## src/rtl/gpio_pkg.sv

```systemverilog
package gpio_pkg;

  typedef enum logic [1:0] {
    SEL_NONE = 2'd0,
    SEL_PIN  = 2'd1,
    SEL_DIR  = 2'd2,
    SEL_DATA = 2'd3
  } reg_sel_e;

endpackage

```

## src/rtl/gpio_rst_sync.sv

```systemverilog
module gpio_rst_sync #(
  parameter int STAGES = 2
) (
  input  logic clk,
  input  logic rst_n,
  output logic rst_out_n
);

  logic [STAGES-1:0] shift_q;
  logic [STAGES-1:0] shift_d;

  always_comb begin
    shift_d = {shift_q[STAGES-2:0], 1'b1};
  end

  always_ff @(posedge clk or negedge rst_n) begin
    if (!rst_n) shift_q <= '0;
    else        shift_q <= shift_d;
  end

  assign rst_out_n = shift_q[STAGES-1];

endmodule

```

## src/rtl/gpio_ctrl_regs.sv

```systemverilog
module gpio_ctrl_regs #(
  parameter int W = 8
) (
  input  logic         clk,
  input  logic         rst_n,
  input  logic         wr_data_en,
  input  logic         wr_dir_en,
  input  logic [W-1:0] wdata,
  output logic [W-1:0] latch_q,
  output logic [W-1:0] dir_q
);

  logic [W-1:0] latch_d;
  logic [W-1:0] dir_d;

  always_comb begin
    latch_d = latch_q;
    dir_d   = dir_q;
    if (wr_data_en) latch_d = wdata;
    if (wr_dir_en)  dir_d   = wdata;
  end

  always_ff @(posedge clk or negedge rst_n) begin
    if (!rst_n) begin
      latch_q <= '0;
      dir_q   <= '0;
    end else begin
      latch_q <= latch_d;
      dir_q   <= dir_d;
    end
  end

endmodule

```

## src/rtl/gpio_in_sync.sv

```systemverilog
module gpio_in_sync #(
  parameter int W      = 8,
  parameter int STAGES = 2
) (
  input  logic         clk,
  input  logic         rst_n,
  input  logic [W-1:0] async_in,
  output logic [W-1:0] sync_out
);

  for (genvar b = 0; b < W; b++) begin : g_bit
    logic [STAGES-1:0] chain_q;
    logic [STAGES-1:0] chain_d;

    always_comb begin
      chain_d = {chain_q[STAGES-2:0], async_in[b]};
    end

    always_ff @(posedge clk or negedge rst_n) begin
      if (!rst_n) chain_q <= '0;
      else        chain_q <= chain_d;
    end

    assign sync_out[b] = chain_q[STAGES-1];
  end

endmodule

```

## src/rtl/gpio_pad_mux.sv

```systemverilog
module gpio_pad_mux #(
  parameter int W = 8
) (
  input  logic [W-1:0] latch,
  input  logic [W-1:0] dir,
  input  logic [W-1:0] alt_en,
  input  logic [W-1:0] alt_val,
  output logic [W-1:0] pad_oe,
  output logic [W-1:0] pad_out,
  output logic [W-1:0] pad_pu
);

  for (genvar b = 0; b < W; b++) begin : g_pin
    always_comb begin
      pad_oe[b]  = dir[b];
      pad_out[b] = alt_en[b] ? alt_val[b] : latch[b];
      pad_pu[b]  = ~dir[b] & latch[b];
    end
  end

endmodule

```

## src/rtl/gpio_port_ctrl.sv

```systemverilog
module gpio_port_ctrl #(
  parameter int              W         = 8,
  parameter int              ADDR_W    = 6,
  parameter logic [ADDR_W-1:0] ADDR_PIN  = 6'h10,
  parameter logic [ADDR_W-1:0] ADDR_DIR  = 6'h11,
  parameter logic [ADDR_W-1:0] ADDR_DATA = 6'h12,
  parameter int              SYNC_STAGES = 2,
  parameter int              RST_STAGES  = 2
) (
  input  logic              clk,
  input  logic              rst_n,
  input  logic [ADDR_W-1:0] bus_addr,
  input  logic              bus_wr,
  input  logic [W-1:0]      bus_wdata,
  output logic [W-1:0]      bus_rdata,
  input  logic [W-1:0]      pad_in,
  output logic [W-1:0]      pad_oe,
  output logic [W-1:0]      pad_out,
  output logic [W-1:0]      pad_pu,
  input  logic [W-1:0]      alt_en,
  input  logic [W-1:0]      alt_val
);
  import gpio_pkg::*;

  logic         rst_int_n;
  reg_sel_e     sel;
  logic         wr_data_en;
  logic         wr_dir_en;
  logic [W-1:0] latch_q;
  logic [W-1:0] dir_q;
  logic [W-1:0] pin_sync;

  gpio_rst_sync #(.STAGES(RST_STAGES)) u_rst_sync (
    .clk       (clk),
    .rst_n     (rst_n),
    .rst_out_n (rst_int_n)
  );

  always_comb begin
    if      (bus_addr == ADDR_DATA) sel = SEL_DATA;
    else if (bus_addr == ADDR_DIR)  sel = SEL_DIR;
    else if (bus_addr == ADDR_PIN)  sel = SEL_PIN;
    else                            sel = SEL_NONE;
  end

  always_comb begin
    wr_data_en = bus_wr && (sel == SEL_DATA);
    wr_dir_en  = bus_wr && (sel == SEL_DIR);
  end

  gpio_ctrl_regs #(.W(W)) u_regs (
    .clk        (clk),
    .rst_n      (rst_int_n),
    .wr_data_en (wr_data_en),
    .wr_dir_en  (wr_dir_en),
    .wdata      (bus_wdata),
    .latch_q    (latch_q),
    .dir_q      (dir_q)
  );

  gpio_in_sync #(.W(W), .STAGES(SYNC_STAGES)) u_in_sync (
    .clk      (clk),
    .rst_n    (rst_int_n),
    .async_in (pad_in),
    .sync_out (pin_sync)
  );

  gpio_pad_mux #(.W(W)) u_pad_mux (
    .latch   (latch_q),
    .dir     (dir_q),
    .alt_en  (alt_en),
    .alt_val (alt_val),
    .pad_oe  (pad_oe),
    .pad_out (pad_out),
    .pad_pu  (pad_pu)
  );

  always_comb begin
    unique case (sel)
      SEL_DATA: bus_rdata = latch_q;
      SEL_DIR:  bus_rdata = dir_q;
      SEL_PIN:  bus_rdata = pin_sync;
      default:  bus_rdata = '0;
    endcase
  end

endmodule

```

## config.mk

```make
export PLATFORM = sky130hd
export DESIGN_NAME = gpio_port_ctrl
export DESIGN_NICKNAME = d
export VERILOG_FILES = /design/src/rtl/gpio_pkg.sv /design/src/rtl/gpio_rst_sync.sv /design/src/rtl/gpio_ctrl_regs.sv /design/src/rtl/gpio_in_sync.sv /design/src/rtl/gpio_pad_mux.sv /design/src/rtl/gpio_port_ctrl.sv
export SDC_FILE = /design/constraint.sdc
export NUM_CORES = 1
export LEC_CHECK = 0
export ABC_AREA = 1
export BUFFER_PORTS_ARGS = -buffer_cell sky130_fd_sc_hd__buf_2
export CAP_MARGIN = 20
export CORE_ASPECT_RATIO = 1.2
export CORE_MARGIN = 2
export CORE_UTILIZATION = 45
export CTS_CLUSTER_SIZE = 20
export DETAILED_ROUTE_END_ITERATION = 16
export GPL_ROUTABILITY_DRIVEN = 0
export PLACE_DENSITY = 0.78
export SYNTH_ARGS = -nofsm -noshare
export SYNTH_HDL_FRONTEND = slang
export SYNTH_SLANG_ARGS = --single-unit
```

## constraint.sdc

```tcl
create_clock -name clk -period 2.4 [get_ports clk]
set_input_delay 0.36 -clock clk [delete_from_list [all_inputs] [get_ports clk]]
set_output_delay 0.36 -clock clk [all_outputs]
set_load 0.1 [all_outputs]
```

# After elaboration in Yosys (flattened, before gate mapping)
# Index checks and enable logic that the tools add are counted.
op_classes:
  mux: 12
  n_reduce_logical: 2
  bitwise: 16
  n_eq_ne: 6
ops:
  columns: ["operator", "n"]
  rows:
  - ["8-bit case mux with 3 select lines", 1]
  - ["6-bit by 5-bit equality test with 1-bit output, second input constant", 3]
  - ["1-bit 2-to-1 mux", 9]
  - ["1-bit bitwise AND", 8]
  - ["1-bit inverter", 8]
  - ["2-bit equality test, second input constant", 2]
  - ["2-bit 2-to-1 mux", 2]
  - ["2-bit by 1-bit equality test with 1-bit output, second input constant", 1]
  - ["1-bit logical AND", 2]
totals:
  input_bits: 41
  out_inout_bits: 32
  elab_cells: 47
  register_bits: 34

# Depth between registers and ports, before layout
depth:
  depth_word: 6
  mapped_depth: 6

# Modules after synthesis
# From an unflattened synthesis, not the netlist that was laid out.
hier_totals:
  hier_cells: 202
  area_unflattened_um2: 1651.6
modules_own_cells:
  columns: ["mod", "cells_each", "n_inst", "area_per_inst_um2"]
  rows:
  - ["gpio_ctrl_regs", 68, 1, 610.6]
  - ["gpio_in_sync", 24, 1, 460.4]
  - ["gpio_port_ctrl", 51, 1, 266.5]
  - ["gpio_pad_mux", 56, 1, 260.2]
  - ["gpio_rst_sync", 3, 1, 53.8]

# Worst setup path before layout
# OpenSTA, ideal clock, no wires.
synth_path:
  kind: "register to output"
  startpoint: "reg u_regs.latch_q[0]"
  endpoint: "out pad_out[0]"
  arrival_ps: 2494
  path_stages_with_launch: 3
  slack_ps: -454
  required_time_ps: 2040
  path_cell_list: "dfrtp_1 -> inv_1 -> o21ai_0"
synth_via:
  elab_chain_cells: 1
synth_rtl:
  columns: ["item", "line", "rtl"]
  rows:
  - ["start, declared", "gpio_ctrl_regs.sv:9", "output logic [W-1:0] latch_q,"]
  - ["start signal, assigned", "gpio_ctrl_regs.sv:28", "latch_q <= latch_d;"]
  - ["1-bit 2-to-1 mux", "gpio_pad_mux.sv:16", "pad_out[b] = alt_en[b] ? alt_val[b] : latch[b];"]
  - ["end, declared", "gpio_port_ctrl.sv:18", "output logic [W-1:0] pad_out,"]
# Every way passes these cells.

# Worst setup path after layout
layout_path:
  startpoint: "in bus_addr[1]"
  endpoint: "out bus_rdata[0]"
layout_via:
  elab_chain_cells: 6
layout_rtl:
  columns: ["item", "line", "rtl"]
  rows:
  - ["start, declared", "gpio_port_ctrl.sv:12", "input logic [ADDR_W-1:0] bus_addr,"]
  - ["6-bit by 5-bit equality test with 1-bit output", "gpio_port_ctrl.sv:42", "else if (bus_addr == ADDR_PIN) sel = SEL_PIN;"]
  - ["1-bit 2-to-1 mux", "gpio_port_ctrl.sv:42", null]
  - ["2-bit 2-to-1 mux", "gpio_port_ctrl.sv:41", "else if (bus_addr == ADDR_DIR) sel = SEL_DIR;"]
  - ["2-bit 2-to-1 mux *", "gpio_port_ctrl.sv:40", "if (bus_addr == ADDR_DATA) sel = SEL_DATA;"]
  - ["2-bit by 1-bit equality test with 1-bit output or 2-bit equality test (tied branches)", "gpio_port_ctrl.sv:79", "unique case (sel)"]
  - ["8-bit case mux with 3 select lines *", "gpio_port_ctrl.sv:79", null]
  - ["end, declared", "gpio_port_ctrl.sv:15", "output logic [W-1:0] bus_rdata,"]
# Mark *: on every way between the ends. The rest lies on a longest branch, timed or not.

==> impl_metrics.toml <==
[status]
outcome = "finished, final reports clean"

[synth]
synth_cell_types = 14
yosys_warnings = 0
async_reset_ff_share_pct = 100.0
syn_inst = 169
synthTopCellsByCount = "nand2_1, dfrtp_1, nand3_1, nand4_1, inv_1"
yosysSeqAreaShare_pct = 56.11
synth_nets = 210
yosysTopAreaCellShare_pct = 56.11
synth_ff_type = "dfrtp_1"
ys_ff_latch = 34
synth.avg_cell_area_um2 = 8.973
synth_area_mm2 = 0.001516
synth.most_common_cell = "nand2_1"
synthTopCellsByArea = "dfrtp_1, nand2_1, nand4_1, nand3_1, inv_1"
synth_edf_count = 0
synth_top_area_cell = "dfrtp_1"

[sta]
finClkSkew_ps = 8.030
worst_slew_pin_slew_ps = 559.7
layout_min_cycle_time_ps = 1865
layout_setup_ws_ps = 535.1
rsz0062_at_grt = "no"
setup-tns-final_ps = 0
finalSetupViolCount = 0
hold_viol_final = 0
slew_viol_final = 0
slew_headroom_pct = 62.55
fmax_ghz = 0.5362
timing.final.crit_share_pct = 77.70

[clock_network]
cts_tree = "built"
clock-root-buffer = "clkbuf_8"
numCtsBuffers = 5
insertion_delay_ps = 280
cts_buffer_depth = 2
h-tree-depth = 2
clkTransAtPathRegs_ps = 60
cts_setup_buffers = 0
clock_sinks = 34

[cells_and_area]
multi_input_area_um2 = 585.6
diodes = 0
nets = 285
fin_area_mm2 = 0.002132
drive_gt1_share_pct = 40.00
fillers = 281
seq_area_um2 = 850.8
syn_to_final_growth_pct = 40.59

[floorplanning]
row_count = 23
die_h_um = 67.59
start_util_pct = 46.22
die_w_um = 56.99
ioPinCount = 73
die_area_mm2 = 0.003852
core_mm2 = 0.003281

[drt]
vias = 1443
drtPass1Iterations = 4
wirelength_um = 3449
wl_per_cell_um = 12.23
antenna_left = 0
drt_iter0_drc = 34
vias_per_cell = 5.117
drcViolationCount = 0

[run]
drv_cap = 0

[worst_setup_path]
crit_required_ps = 2040
worstPathArrival_ps = 1500
cp-start-kind = "primary input"
path_max_fanout = 8
end_kind = "primary output"
worstSetupPathType = "in -> out"

[global_routing]
grt_pass1_wl_um = 5720
grt_pass1_vias = 1310
grt_max_degree = 35
grt_overflow_total = 0
gr-usage-all-layers_pct = 19.61
antenna_found_initial = 0

[power_and_ir_drop]
ir_drop_v = 0.0005873
powerDensity_mw_per_mm2 = 774.6
leakage_nw = 1.135

[place]
pre_cts_ws_ps = 523.5
portBuffers = 72
dp_hpwl_um = 2594
dpl_cell_area_mm2 = 0.002031

[hold_path]
hp-class = "in -> reg"
## state kept, by name, summed over array words and instances, names as in the netlist
| name | flops |
|---|---|
| u_regs.dir_q | 8 |
| u_regs.latch_q | 8 |
| u_in_sync.g_bit.chain_q | 16 |
| u_rst_sync.shift_q | 2 |
## through the flow
step / hold WS [ps] / utilization (%) / power, mW / instances
final: 185.7 / 64.99 / 1.651 / 282
after floorplan: 64.41 / - / 1.140 / 169
after global routing: 171.1 / 64.99 / 1.717 / 282
after CTS: 175.1 / 64.99 / 1.669 / 282
after global placement: 146.5 / 61.90 / 1.236 / 273
after detailed placement: 149.7 / 61.90 / 1.245 / 273
## logic make-up (layout without fill, tap and decap cells)
group | after synthesis | in the layout | synth area share, %
compound gates | 8 | 8 | 2.640
buf+inv | 21 | 97 | 6.600
flops | 34 | 34 | 56.11
other cells | 1 | 1 | 0.2473
simple gates | 105 | 105 | 34.41
## power by group
group	switching, mW	total [mW]	internal (mW)
Clock	0.190	0.421	0.231
Sequential	0.0434	0.667	0.624
Combinational	0.470	0.564	0.0942
Total	0.703	1.65	0.949
## area by class of cell
class	count	share of cell area [%]
inverters	14	2.465
flip-flops and latches	34	39.91
well taps	37	2.171
multi-input cells	114	27.46
repair buffers	75	23.71
clock buffers	7	4.049
clock inverters	1	0.2347
## final timing paths
check | endpoint | depth (start not counted) | slack [ps] | start
worst max-delay path | bus_rdata[0] | 5 | 540 | bus_addr[1]
worst min-delay path | u_in_sync.g_bit[1].chain_q[0] | 1 | 190 | pad_in[1]
worst max register to register | u_in_sync.g_bit[6].chain_q[0] | 1 | 1560 | u_rst_sync.shift_q[1]
worst min register to register | u_regs.latch_q[5] | 0 | 200 | u_rst_sync.shift_q[1]
max in group asynchronous | u_in_sync.g_bit[6].chain_q[0] | 1 | 1560 | u_rst_sync.shift_q[1]
min in group asynchronous | u_regs.latch_q[5] | 0 | 200 | u_rst_sync.shift_q[1]
## worst max-delay path, cell delays in order
cell and delay, ps:
buf_2 130, nor2_1 450, nand4_1 190, nand3_1 180, buf_12 190
## cell usage in the layout (no fill, tap or decap), types with 2 or more instances in the layout
master,synthesis,final
buf_4,0,2
inv_2,3,3
dfrtp_1,34,34
nand3_2,2,2
nor2_1,10,2
nor2_2,0,8
nand2_1,41,41
inv_1,11,11
buf_12,0,8
clkbuf_8,0,6
o21ai_1,0,8
buf_2,5,64
nor2_4,3,3
nand3_1,24,24
nand4_1,24,24
## metal layers
| layer | vias up | routed length, µm | global-route usage, % |
|---|---|---|---|
| met1 | 656 | 1369 | 21.99 |
| met5 | - | 0 | 0 |
| li1 | 718 | - | - |
| met3 | 5 | 265 | 5.364 |
| met2 | 64 | 1760 | 33.91 |
| met4 | 0 | 54 | 10.76 |
## what timing repair did
| action | in CTS | in global routing |
|---|---|---|
| hold buffers | 1 | 0 |
| hold endpoints to repair | 2 | 0 |
| resized for setup | 0 | 0 |
Power figures use the tool's default switching activity.
